===== config.mk =====
export PLATFORM = sky130hd
export DESIGN_NAME = smf_cond
export DESIGN_NICKNAME = d
export VERILOG_FILES = /design/src/rtl/smf_pkg.sv /design/src/rtl/smf_cond.sv
export SDC_FILE = /design/constraint.sdc
export NUM_CORES = 1
export LEC_CHECK = 0
export BUFFER_PORTS_ARGS = -buffer_cell sky130_fd_sc_hd__buf_2
export CAP_MARGIN = 40
export CORE_MARGIN = 2
export CORE_UTILIZATION = 43
export DETAILED_ROUTE_END_ITERATION = 10
export PLACE_DENSITY = 0.94
export REMOVE_ABC_BUFFERS = 1
export SLEW_MARGIN = 20
export SYNTH_ARGS = -nofsm -noshare
export SYNTH_HDL_FRONTEND = slang
export SYNTH_SLANG_ARGS = --single-unit

===== constraint.sdc =====
create_clock -name vclk -period 3
set_input_delay 0.6 -clock vclk [all_inputs]
set_output_delay 0.6 -clock vclk [all_outputs]
set_load 0.02 [all_outputs]

===== src/rtl/smf_pkg.sv =====
package smf_pkg;
  localparam int NFAULT = 7;
  localparam int CODE_W = 3;

  typedef enum logic [2:0] {
    MODE_REAL   = 3'd0,
    MODE_V86    = 3'd1,
    MODE_PROT   = 3'd2,
    MODE_COMPAT = 3'd3,
    MODE_LONG   = 3'd4
  } smf_mode_e;

  // code value = vector bit index + 1
  typedef enum logic [2:0] {
    FC_NONE = 3'd0, FC_UD = 3'd1, FC_NM = 3'd2, FC_MF = 3'd3,
    FC_SS   = 3'd4, FC_GP = 3'd5, FC_PF = 3'd6, FC_AC = 3'd7
  } smf_code_e;

  // low address bits against the natural size of the operand
  function automatic logic is_misaligned(input logic [3:0] low, input logic wide);
    return wide ? (low != 4'd0) : (low[2:0] != 3'd0);
  endfunction

  function automatic logic is_segmented(input logic [2:0] m);
    return (m == MODE_PROT) || (m == MODE_COMPAT);
  endfunction
endpackage


===== src/rtl/smf_cond.sv =====
module smf_cond
  import smf_pkg::*;
#(
  parameter int AW = 32
) (
  input  logic [2:0]    mode,
  input  logic          wide,
  input  logic          has_mem,
  input  logic [AW-1:0] eff_addr,
  input  logic          stk_limit_viol,
  input  logic          seg_limit_viol,
  input  logic          addr_canonical,
  input  logic          stack_ref,
  input  logic          lock_prefix,
  input  logic          cr_emulate,
  input  logic          cr_task_sw,
  input  logic          cr_os_simd,
  input  logic          cr_align_en,
  input  logic [1:0]    cpl,
  input  logic          simd_feat,
  input  logic          x87_pend,
  input  logic          page_fault_in,
  output logic [NFAULT-1:0] raw
);
  localparam logic [AW:0] REAL_TOP = (AW+1)'(17'h0FFFF);

  logic [AW:0] last_byte;
  logic real_like, long_mode, seg_mode;
  logic ud_any, ud_wide, overrun, noncanon, misal_wide, unal8, ac_priv;

  assign real_like  = (mode == MODE_REAL) || (mode == MODE_V86);
  assign long_mode  = (mode == MODE_LONG);
  assign seg_mode   = is_segmented(mode);
  assign last_byte  = {1'b0, eff_addr} + (wide ? (AW+1)'(15) : (AW+1)'(7));

  assign ud_any     = lock_prefix | cr_emulate;
  assign ud_wide    = wide & (~cr_os_simd | ~simd_feat);
  assign overrun    = has_mem & real_like & (last_byte > REAL_TOP);
  assign noncanon   = has_mem & long_mode & ~addr_canonical;
  assign misal_wide = has_mem & wide & is_misaligned(eff_addr[3:0], 1'b1);
  assign unal8      = is_misaligned(eff_addr[3:0], 1'b0);
  assign ac_priv    = (mode == MODE_V86) || ((seg_mode || long_mode) && cpl == 2'd3);

  always_comb begin
    raw = '0;
    raw[FC_UD-1] = ud_any | ud_wide;
    raw[FC_NM-1] = cr_task_sw;
    raw[FC_MF-1] = ~wide & x87_pend;
    raw[FC_SS-1] = (noncanon & stack_ref) | (has_mem & seg_mode & stk_limit_viol);
    raw[FC_GP-1] = misal_wide | overrun | (noncanon & ~stack_ref)
                 | (has_mem & seg_mode & seg_limit_viol);
    raw[FC_PF-1] = has_mem & (mode != MODE_REAL) & page_fault_in;
    raw[FC_AC-1] = has_mem & ~wide & cr_align_en & unal8 & ac_priv;
  end
endmodule


==> results of run 1 <==
[kinds of logic (layout without fill, tap and decap cells)]
group | Yosys count | after routing | share of synthesized area, %
AND/OR/NAND/NOR | 67 | 67 | 49.53
AO/OA/AOI/OAI | 29 | 29 | 29.21
buffers and inverters | 7 | 74 | 5.237
XOR/XNOR | 6 | 6 | 6.667
adder cells (fa/ha/maj) | 3 | 3 | 4.762
multiplexers | 3 | 3 | 4.603
[final cells by class]
| class | count | area share (%) |
|---|---|---|
| repair buffers | 70 | 31.63 |
| multi-input cells | 108 | 64.73 |
| well taps | 25 | 2.456 |
| inverters | 4 | 1.179 |
[worst max-delay path by stage]
stage / from / endpoint / depth (start not counted)
global placement: wide / raw[4] / 10
detailed placement: wide / raw[4] / 10
floorplan: eff_addr[7] / raw[4] / 7
finish: eff_addr[1] / raw[4] / 10
CTS: eff_addr[1] / raw[4] / 11
global route: eff_addr[1] / raw[4] / 10
[critical path, stage by stage]
cell and delay [ns]:
buf_6 0.09, buf_4 0.15, o31ai_4 0.27, nand2_2 0.14, o211a_1 0.23, o31ai_1 0.23, nand4_1 0.14, o221a_1 0.16
a32oi_1 0.19, buf_4 0.17
[per-stage QoR]
| step | utilization [%] | power, W |
|---|---|---|
| final | 73.77 | 0.0001547 |
| after global routing | 73.77 | 0.0001659 |
| after global placement | 66.52 | 0.0001242 |
| after floorplan | - | 0.00005741 |
| after CTS | 67.83 | 0.0001357 |
| after detailed placement | 66.52 | 0.0001313 |
[Yosys cell counts, drive strengths merged (2+ instances only)]
| library cell | instances | area, um^2 |
|---|---|---|
| inv | 4 | 15.01 |
| nand2b | 3 | 18.77 |
| a211oi | 2 | 15.01 |
| and3 | 3 | 18.77 |
| nor4b | 2 | 17.52 |
| nor4 | 2 | 18.77 |
| o31ai | 2 | 20.02 |
| a31oi | 2 | 12.51 |
| o21ai | 3 | 15.01 |
| xor2 | 2 | 17.52 |
| buf | 3 | 26.27 |
| o211a | 2 | 20.02 |
| ha | 3 | 37.54 |
| a21oi | 5 | 25.02 |
| and4 | 2 | 17.52 |
| nand2 | 10 | 42.54 |
| nor2 | 7 | 26.28 |
| mux2 | 2 | 26.27 |
| a31o | 2 | 17.52 |
| or4 | 2 | 15.01 |
| nand4 | 6 | 37.54 |
| nand3 | 15 | 75.07 |
| nor3 | 6 | 35.03 |
| nor2b | 3 | 18.77 |
| and4b | 2 | 20.02 |
| xnor2 | 4 | 35.03 |
[what timing repair did]
item,in CTS,in global routing
gates resized for setup,2,18
endpoints found under the setup margin,1,1
pin swaps,2,8
buffers inserted,1,3
[routing by layer]
metal,vias up,global-route usage (%)
li1,597,-
met1,581,28.74
met2,86,47.12
met3,10,0.7692
met4,0,3.889
met5,-,0
[report_power, final]
part	total [W]	internal, W	switching (W)
combinational	0.000155	0.0000773	0.0000774
sequential	0	0	0
clock	0	0	0
==> results.yml, run 1 <==
run_status:
  status: "finished, final reports clean"
global_routing:
  grt_overflow_total: 0
  grt_max_degree: 13
  grt_antenna_before_repair: 0
  track_usage_pct: 23.91
  grt_pass1_vias: 1016
  grt_pass1_wl_um: 3974
placed_design:
  place.gp.congestion: 0.8570
  pre_cts_slack_ns: -0.1104
  placedCellCount: 203
  port_buffers: 56
  placedInstanceArea_um2: 1149
  dpl.hpwl_um: 2257
finish:
  antenna_cells: 0
  final_common_cell: "buf_2"
  seq_area_um2: 0
  layout.nets: 238
  fin_area_um2: 1274
  multi_input_area_um2: 824.5
  design.seq.count: 0
  final_cell_mix: "buf_2 (52), buf_4 (16), nand3_1 (14), nand2_1 (8), nor2_1 (7)"
  nClkBuffers: 0
  fillers: 139
  area.growth.synth_to_final_pct: 61.59
  stdcell_count: 207
  drive_above_1_share_pct: 50.55
synth:
  synthCells: 115
  syn_area_um2: 788.3
  synth-warning-count: 0
  synth.distinct_cells: 49
  syn_area_per_cell_um2: 6.854
  synth.yosys.seq_area_share_pct: 0
critical_path:
  crit_path_end_kind: "primary output"
  cp_max_fo: 5
  crit_type: "in -> out"
  worstPathRequired_ns: 2.40
  critical_path_arrival_ns: 2.37
  crit_path_start_kind: "primary input"
timing:
  layout_min_cycle_time_ns: 2.975
  worstMarginPinSlew_ns: 0.4776
  setup_violations: 0
  post-route-period-util_pct: 99.16
  holdWs_ns: 1.200
  finalWorstSetupSlack_ns: 0.02507
  max_freq_mhz: 336.1
  final.setup.tns_ns: 0
  finalHoldViolations: 0
  report.final.slew_viol_count: 0
  maxSlewHeadroom_pct: 67.87
floorplan:
  rows: 15
  io_pins: 58
  die_h_um: 46.82
  core_um2: 1727
  die_w_um: 46.82
  initial_core_util_pct: 45.65
  die-area_um2: 2192
route:
  wl_um: 2989
  drt_pass1_iterations: 4
  drt-vias-per-instance: 6.155
  vias: 1274
  dr_wl_met2_um: 1498
  met1_length_um: 1147
  highest_layer: "met4"
  routedWlPerCell_um: 14.44
  drtIter0Drc: 70
  drc_errors: 0
  drtAntennaViolNets: 0
  wl_met3_um: 272
min_path:
  hold_path.class: "in -> out"
  hold_end: "raw[1]"
  holdPathStages: 0
  hp-start: "cr_task_sw"
power_and_ir_drop:
  ir_drop_v: 0.00008583
  p_leak_nw: 0.5798
  powerDensity_nw_per_um2: 121.4
flow_run:
  drv_cap: 0
clocking:
  hold_buffers: 0
No activity file was read; power rests on OpenSTA's default activity.
==> run 2, diff against run 1 <==
Settings changed: CORE_ASPECT_RATIO set to 0.9.
==> run 2 against run 1 <==
Effect of this change:
- the flow now finishes with violations (setup timing)
- critical path depth increased by 1
- hold slack unchanged
- setup slack got worse by 0.034 ns
==> results.yml, run 2 (synthesis gave the netlist of run 1 again) <==
global_routing:
  grt_overflow_total: 0
  grt_max_degree: 13
  grt_pass1_wl_um: 4698
  use_met3_pct: 2.703
  top_usage_layer: "met2"
  track_usage_pct: 26.29
  grt_antenna_before_repair: 0
  grt_pass1_vias: 1103
  grtUsageMet2_pct: 51.08
  use_met1_pct: 30.92
finish:
  fin_area_um2: 1333
  layout.nets: 239
  nClkBuffers: 0
  seq_area_um2: 0
  drive_above_1_share_pct: 51.37
  fillers: 112
  final_common_cell: "buf_2"
  antenna_cells: 0
  design.seq.count: 0
  stdcell_count: 207
  area.growth.synth_to_final_pct: 69.05
  final_cell_mix: "buf_2 (51), nand3_1 (14), buf_4 (14), nand2_1 (8), nor2_1 (7)"
min_path:
  hold_path.class: "in -> out"
  hp-start: "cr_task_sw"
critical_path:
  crit_path_end_kind: "primary output"
  path_depth: 11
  cp_max_fo: 5
  worstPathRequired_ns: 2.40
  crit_type: "in -> out"
  path_cells: "buf_8 -> inv_6 -> ha_4 -> nand2b_4 -> a21o_4 -> and2b_1 -> nand2_2 -> mux2_4 -> o221a_1 -> a32oi_1 -> buf_2"
  critical-path-max-stage-delay_ns: 0.30
  cp_top_family: "compound AO/OA/AOI/OAI gates"
  worstSetupEndpoint: "raw[4]"
  critical_path_arrival_ns: 2.41
  worstSetupStartpoint: "eff_addr[0]"
  critPathSlowestCell: "mux2_4"
  crit_path_start_kind: "primary input"
  worst-path-buf-inv: 3
timing:
  max_freq_mhz: 332.3
  worstMarginPinSlew_ns: 0.3724
  setup_violations: 1
  maxSlewHeadroom_pct: 74.95
  final.setup.tns_ns: -0.008914
  finalWorstSetupSlack_ns: -0.008914
  finalHoldViolations: 0
  post-route-period-util_pct: 100.3
  rsz0062_at_grt: "yes"
  layout_min_cycle_time_ns: 3.009
  holdWs_ns: 1.200
  report.final.slew_viol_count: 0
route:
  vias: 1293
  drc_errors: 0
  wl_um: 3291
  drt_pass1_iterations: 4
  routedWlPerCell_um: 15.90
  drtIter0Drc: 71
  drt-vias-per-instance: 6.246
  drtAntennaViolNets: 0
power_and_ir_drop:
  ir_drop_v: 0.00009860
  powerDensity_nw_per_um2: 125.5
  p_leak_nw: 0.5988
  power_w: 0.0001672
floorplan:
  die_w_um: 49.13
  core_um2: 1699
  rows: 14
  initial_core_util_pct: 46.39
  die-area_um2: 2192
  io_pins: 58
  die_h_um: 44.62
clocking:
  hold_buffers: 0
placed_design:
  port_buffers: 56
  placedCellCount: 203
  place.gp.congestion: 0.8275
  dpl.hpwl_um: 2235
  placedInstanceArea_um2: 1155
run_status:
  status: "finished, violations left"
  violations: "setup timing"
flow_run:
  drv_cap: 0
run 2: cell types whose count changed in the layout (fill, tap and decap cells not counted), sizes merged:
cell    before  now
clkbuf       0    1
run 2: final cells by class:
type / count / area, um^2 / area share, %
Inverter: 4 / 22.52 / 1.690
Timing Repair Buffer: 71 / 431.7 / 32.39
Multi-Input combinational cell: 108 / 848.3 / 63.66
Tap cell: 24 / 30.03 / 2.254
run 2: routing by layer:
layer | wire, um | up-vias
li1 | - | 598
met1 | 1312 | 574
met2 | 1540 | 101
met3 | 309 | 20
met4 | 129 | 0
met5 | 0 | -
run 2: worst min-delay path by stage:
| stage | end | slack, ns | depth (start not counted) |
|---|---|---|---|
| 2_1_floorplan | raw[1] | 1.20 | 0 |
| 3_3_place_gp | raw[1] | 1.20 | 0 |
| 3_5_place_dp | raw[1] | 1.20 | 0 |
| 4_1_cts | raw[1] | 1.20 | 0 |
| 5_1_grt | raw[1] | 1.20 | 0 |
| 6_report | raw[1] | 1.20 | 0 |
run 2: repair_timing:
action / 4_1_cts / 5_1_grt
buffers inserted: 3 / 1
setup endpoints to repair: 1 / 1
pin swaps: 6 / 11
gates resized for setup: 5 / 27
hold endpoints to repair: 0 / 0
run 2: report_power, final:
part	leakage, nW	internal [W]	switching [W]
Combinational	0.599	0.0000841	0.0000832
Clock	0	0	0
Sequential	0	0	0
Total	0.599	0.0000841	0.0000832
run 2: metrics by stage:
| step | utilization [%] | worst slack, ns |
|---|---|---|
| 4_1_cts | 70.77 | 0.01584 |
| 3_5_place_dp | 67.97 | -0.1350 |
| 3_3_place_gp | 67.97 | -0.06330 |
| 6_report | 78.42 | -0.008914 |
| 5_1_grt | 78.42 | -0.08523 |
| 2_1_floorplan | - | -0.2181 |
==> run 3, diff against run 2 <==
Settings changed: CORE_ASPECT_RATIO 0.9 to 0.75.
Clock period 3 ns to 3.4 ns, I/O delays scaled along.
==> run 3 against run 2 <==
Effect of this change:
- the run now ends clean
- sequential share of layout area unchanged
- clock-buffer cell count is the same
- hold slack gained 0.16 ns
- via count is 9.7% lower
- final cell count is 7.7% lower
- combinational power decreased by 35%
- critical path depth unchanged
- critical endpoint unchanged
- setup slack better by 0.088 ns
==> results.yml, run 3 (synthesis gave the netlist of run 1 again) <==
flow_run:
  drv_cap: 0
power_and_ir_drop:
  ir_drop_v: 0.00005254
  p_leak_nw: 0.5045
  powerDensity_nw_per_um2: 100.5
placed_design:
  place.gp.congestion: 0.8731
  pre_cts_slack_ns: 0.09408
  port_buffers: 56
  placedCellCount: 191
  dpl.hpwl_um: 2195
floorplan:
  rows: 13
  core_um2: 1724
  initial_core_util_pct: 45.72
  die_w_um: 53.44
  die-area_um2: 2195
  die_h_um: 41.08
  io_pins: 58
timing:
  max_freq_mhz: 301.2
  finalHoldViolations: 0
  final.setup.tns_ns: 0
  post-route-period-util_pct: 97.66
  finalWorstSetupSlack_ns: 0.07958
  worstMarginPinSlew_ns: 0.3852
  layout_min_cycle_time_ns: 3.320
  rsz0062_at_grt: "no"
  report.final.slew_viol_count: 0
  maxSlewHeadroom_pct: 74.08
  setup_violations: 0
  holdWs_ns: 1.360
critical_path:
  crit_type: "in -> out"
  crit_path_start_kind: "primary input"
  cp_max_fo: 9
  critical_path_arrival_ns: 2.64
  crit_path_end_kind: "primary output"
  worstPathRequired_ns: 2.72
global_routing:
  grt_pass1_vias: 928
  grt_antenna_before_repair: 0
  grt_max_degree: 13
  track_usage_pct: 22.47
  grt_overflow_total: 0
  grt_pass1_wl_um: 3643
route:
  drc_errors: 0
  vias: 1167
  highest_layer: "met4"
  met1_length_um: 1131
  drt_pass1_iterations: 4
  wl_um: 2659
  wl_met3_um: 252
  drtAntennaViolNets: 0
  drt-vias-per-instance: 6.110
  drtIter0Drc: 47
  dr_wl_met2_um: 1266
  routedWlPerCell_um: 13.92
clocking:
  post_cts_resized: 0
  post_cts_buffers: 0
  hold_buffers: 0
finish:
  final_cell_mix: "buf_2 (55), nand3_1 (15), nand2_1 (8), nor2_1 (7), nand4_1 (6)"
  stdcell_count: 191
  nClkBuffers: 0
  fillers: 158
  layout.nets: 225
  area.growth.synth_to_final_pct: 38.25
  final_common_cell: "buf_2"
  antenna_cells: 0
  seq_area_um2: 0
  multi_input_area_um2: 757.0
  drive_above_1_share_pct: 40.83
  design.seq.count: 0
run_status:
  status: "finished, final reports clean"
min_path:
  holdPathStages: 0
  hp-start: "cr_task_sw"
  hold_path.class: "in -> out"
  hold_end: "raw[1]"
run 3: layout make-up:
cell class,instances,share of cell area [%]
Multi-Input combinational cell,108,69.46
Timing Repair Buffer,57,26.64
Tap cell,22,2.526
Inverter,4,1.378
run 3: metrics by stage:
| stage | util, % | total power [W] | cell area (um^2) |
|---|---|---|---|
| 5_1_grt | 63.21 | 0.0001193 | 1090 |
| 4_1_cts | 62.48 | 0.0001064 | 1077 |
| 3_5_place_dp | 62.48 | 0.0001059 | 1077 |
| 2_1_floorplan | - | 0.00005066 | 762.0 |
| 3_3_place_gp | 62.48 | 0.0001007 | 1077 |
| 6_report | 63.21 | 0.0001095 | 1090 |
run 3: critical path, stage by stage:
cell and delay (ns):
buf_2 0.14, inv_1 0.09, ha_1 0.20, nand2b_1 0.10, a21o_4 0.26, and2b_1 0.17
nand2_2 0.08, mux2_4 0.29, o221a_1 0.27, a32oi_1 0.20, buf_4 0.17
run 3: power by group:
part | switching, W | internal (W) | total [W]
clock | 0 | 0 | 0
sequential | 0 | 0 | 0
combinational | 0.0000591 | 0.0000504 | 0.000109
total | 0.0000591 | 0.0000504 | 0.000109
run 3: how the worst max path moves through the flow:
stage / startpoint / end / slack [ns] / cells after the start
6_report: eff_addr[0] / raw[4] / 0.08 / 11
5_1_grt: eff_addr[0] / raw[4] / 0.003 / 11
4_1_cts: wide / raw[4] / 0.08 / 10
3_5_place_dp: wide / raw[4] / 0.09 / 10
3_3_place_gp: eff_addr[0] / raw[4] / 0.14 / 11
2_1_floorplan: eff_addr[7] / raw[4] / 0.02 / 7
run 3: layer usage:
layer,track usage (%),vias to the layer above
met5,0,-
met4,8.333,0
met3,2.555,2
met2,46.60,64
met1,23.84,527
li1,-,574
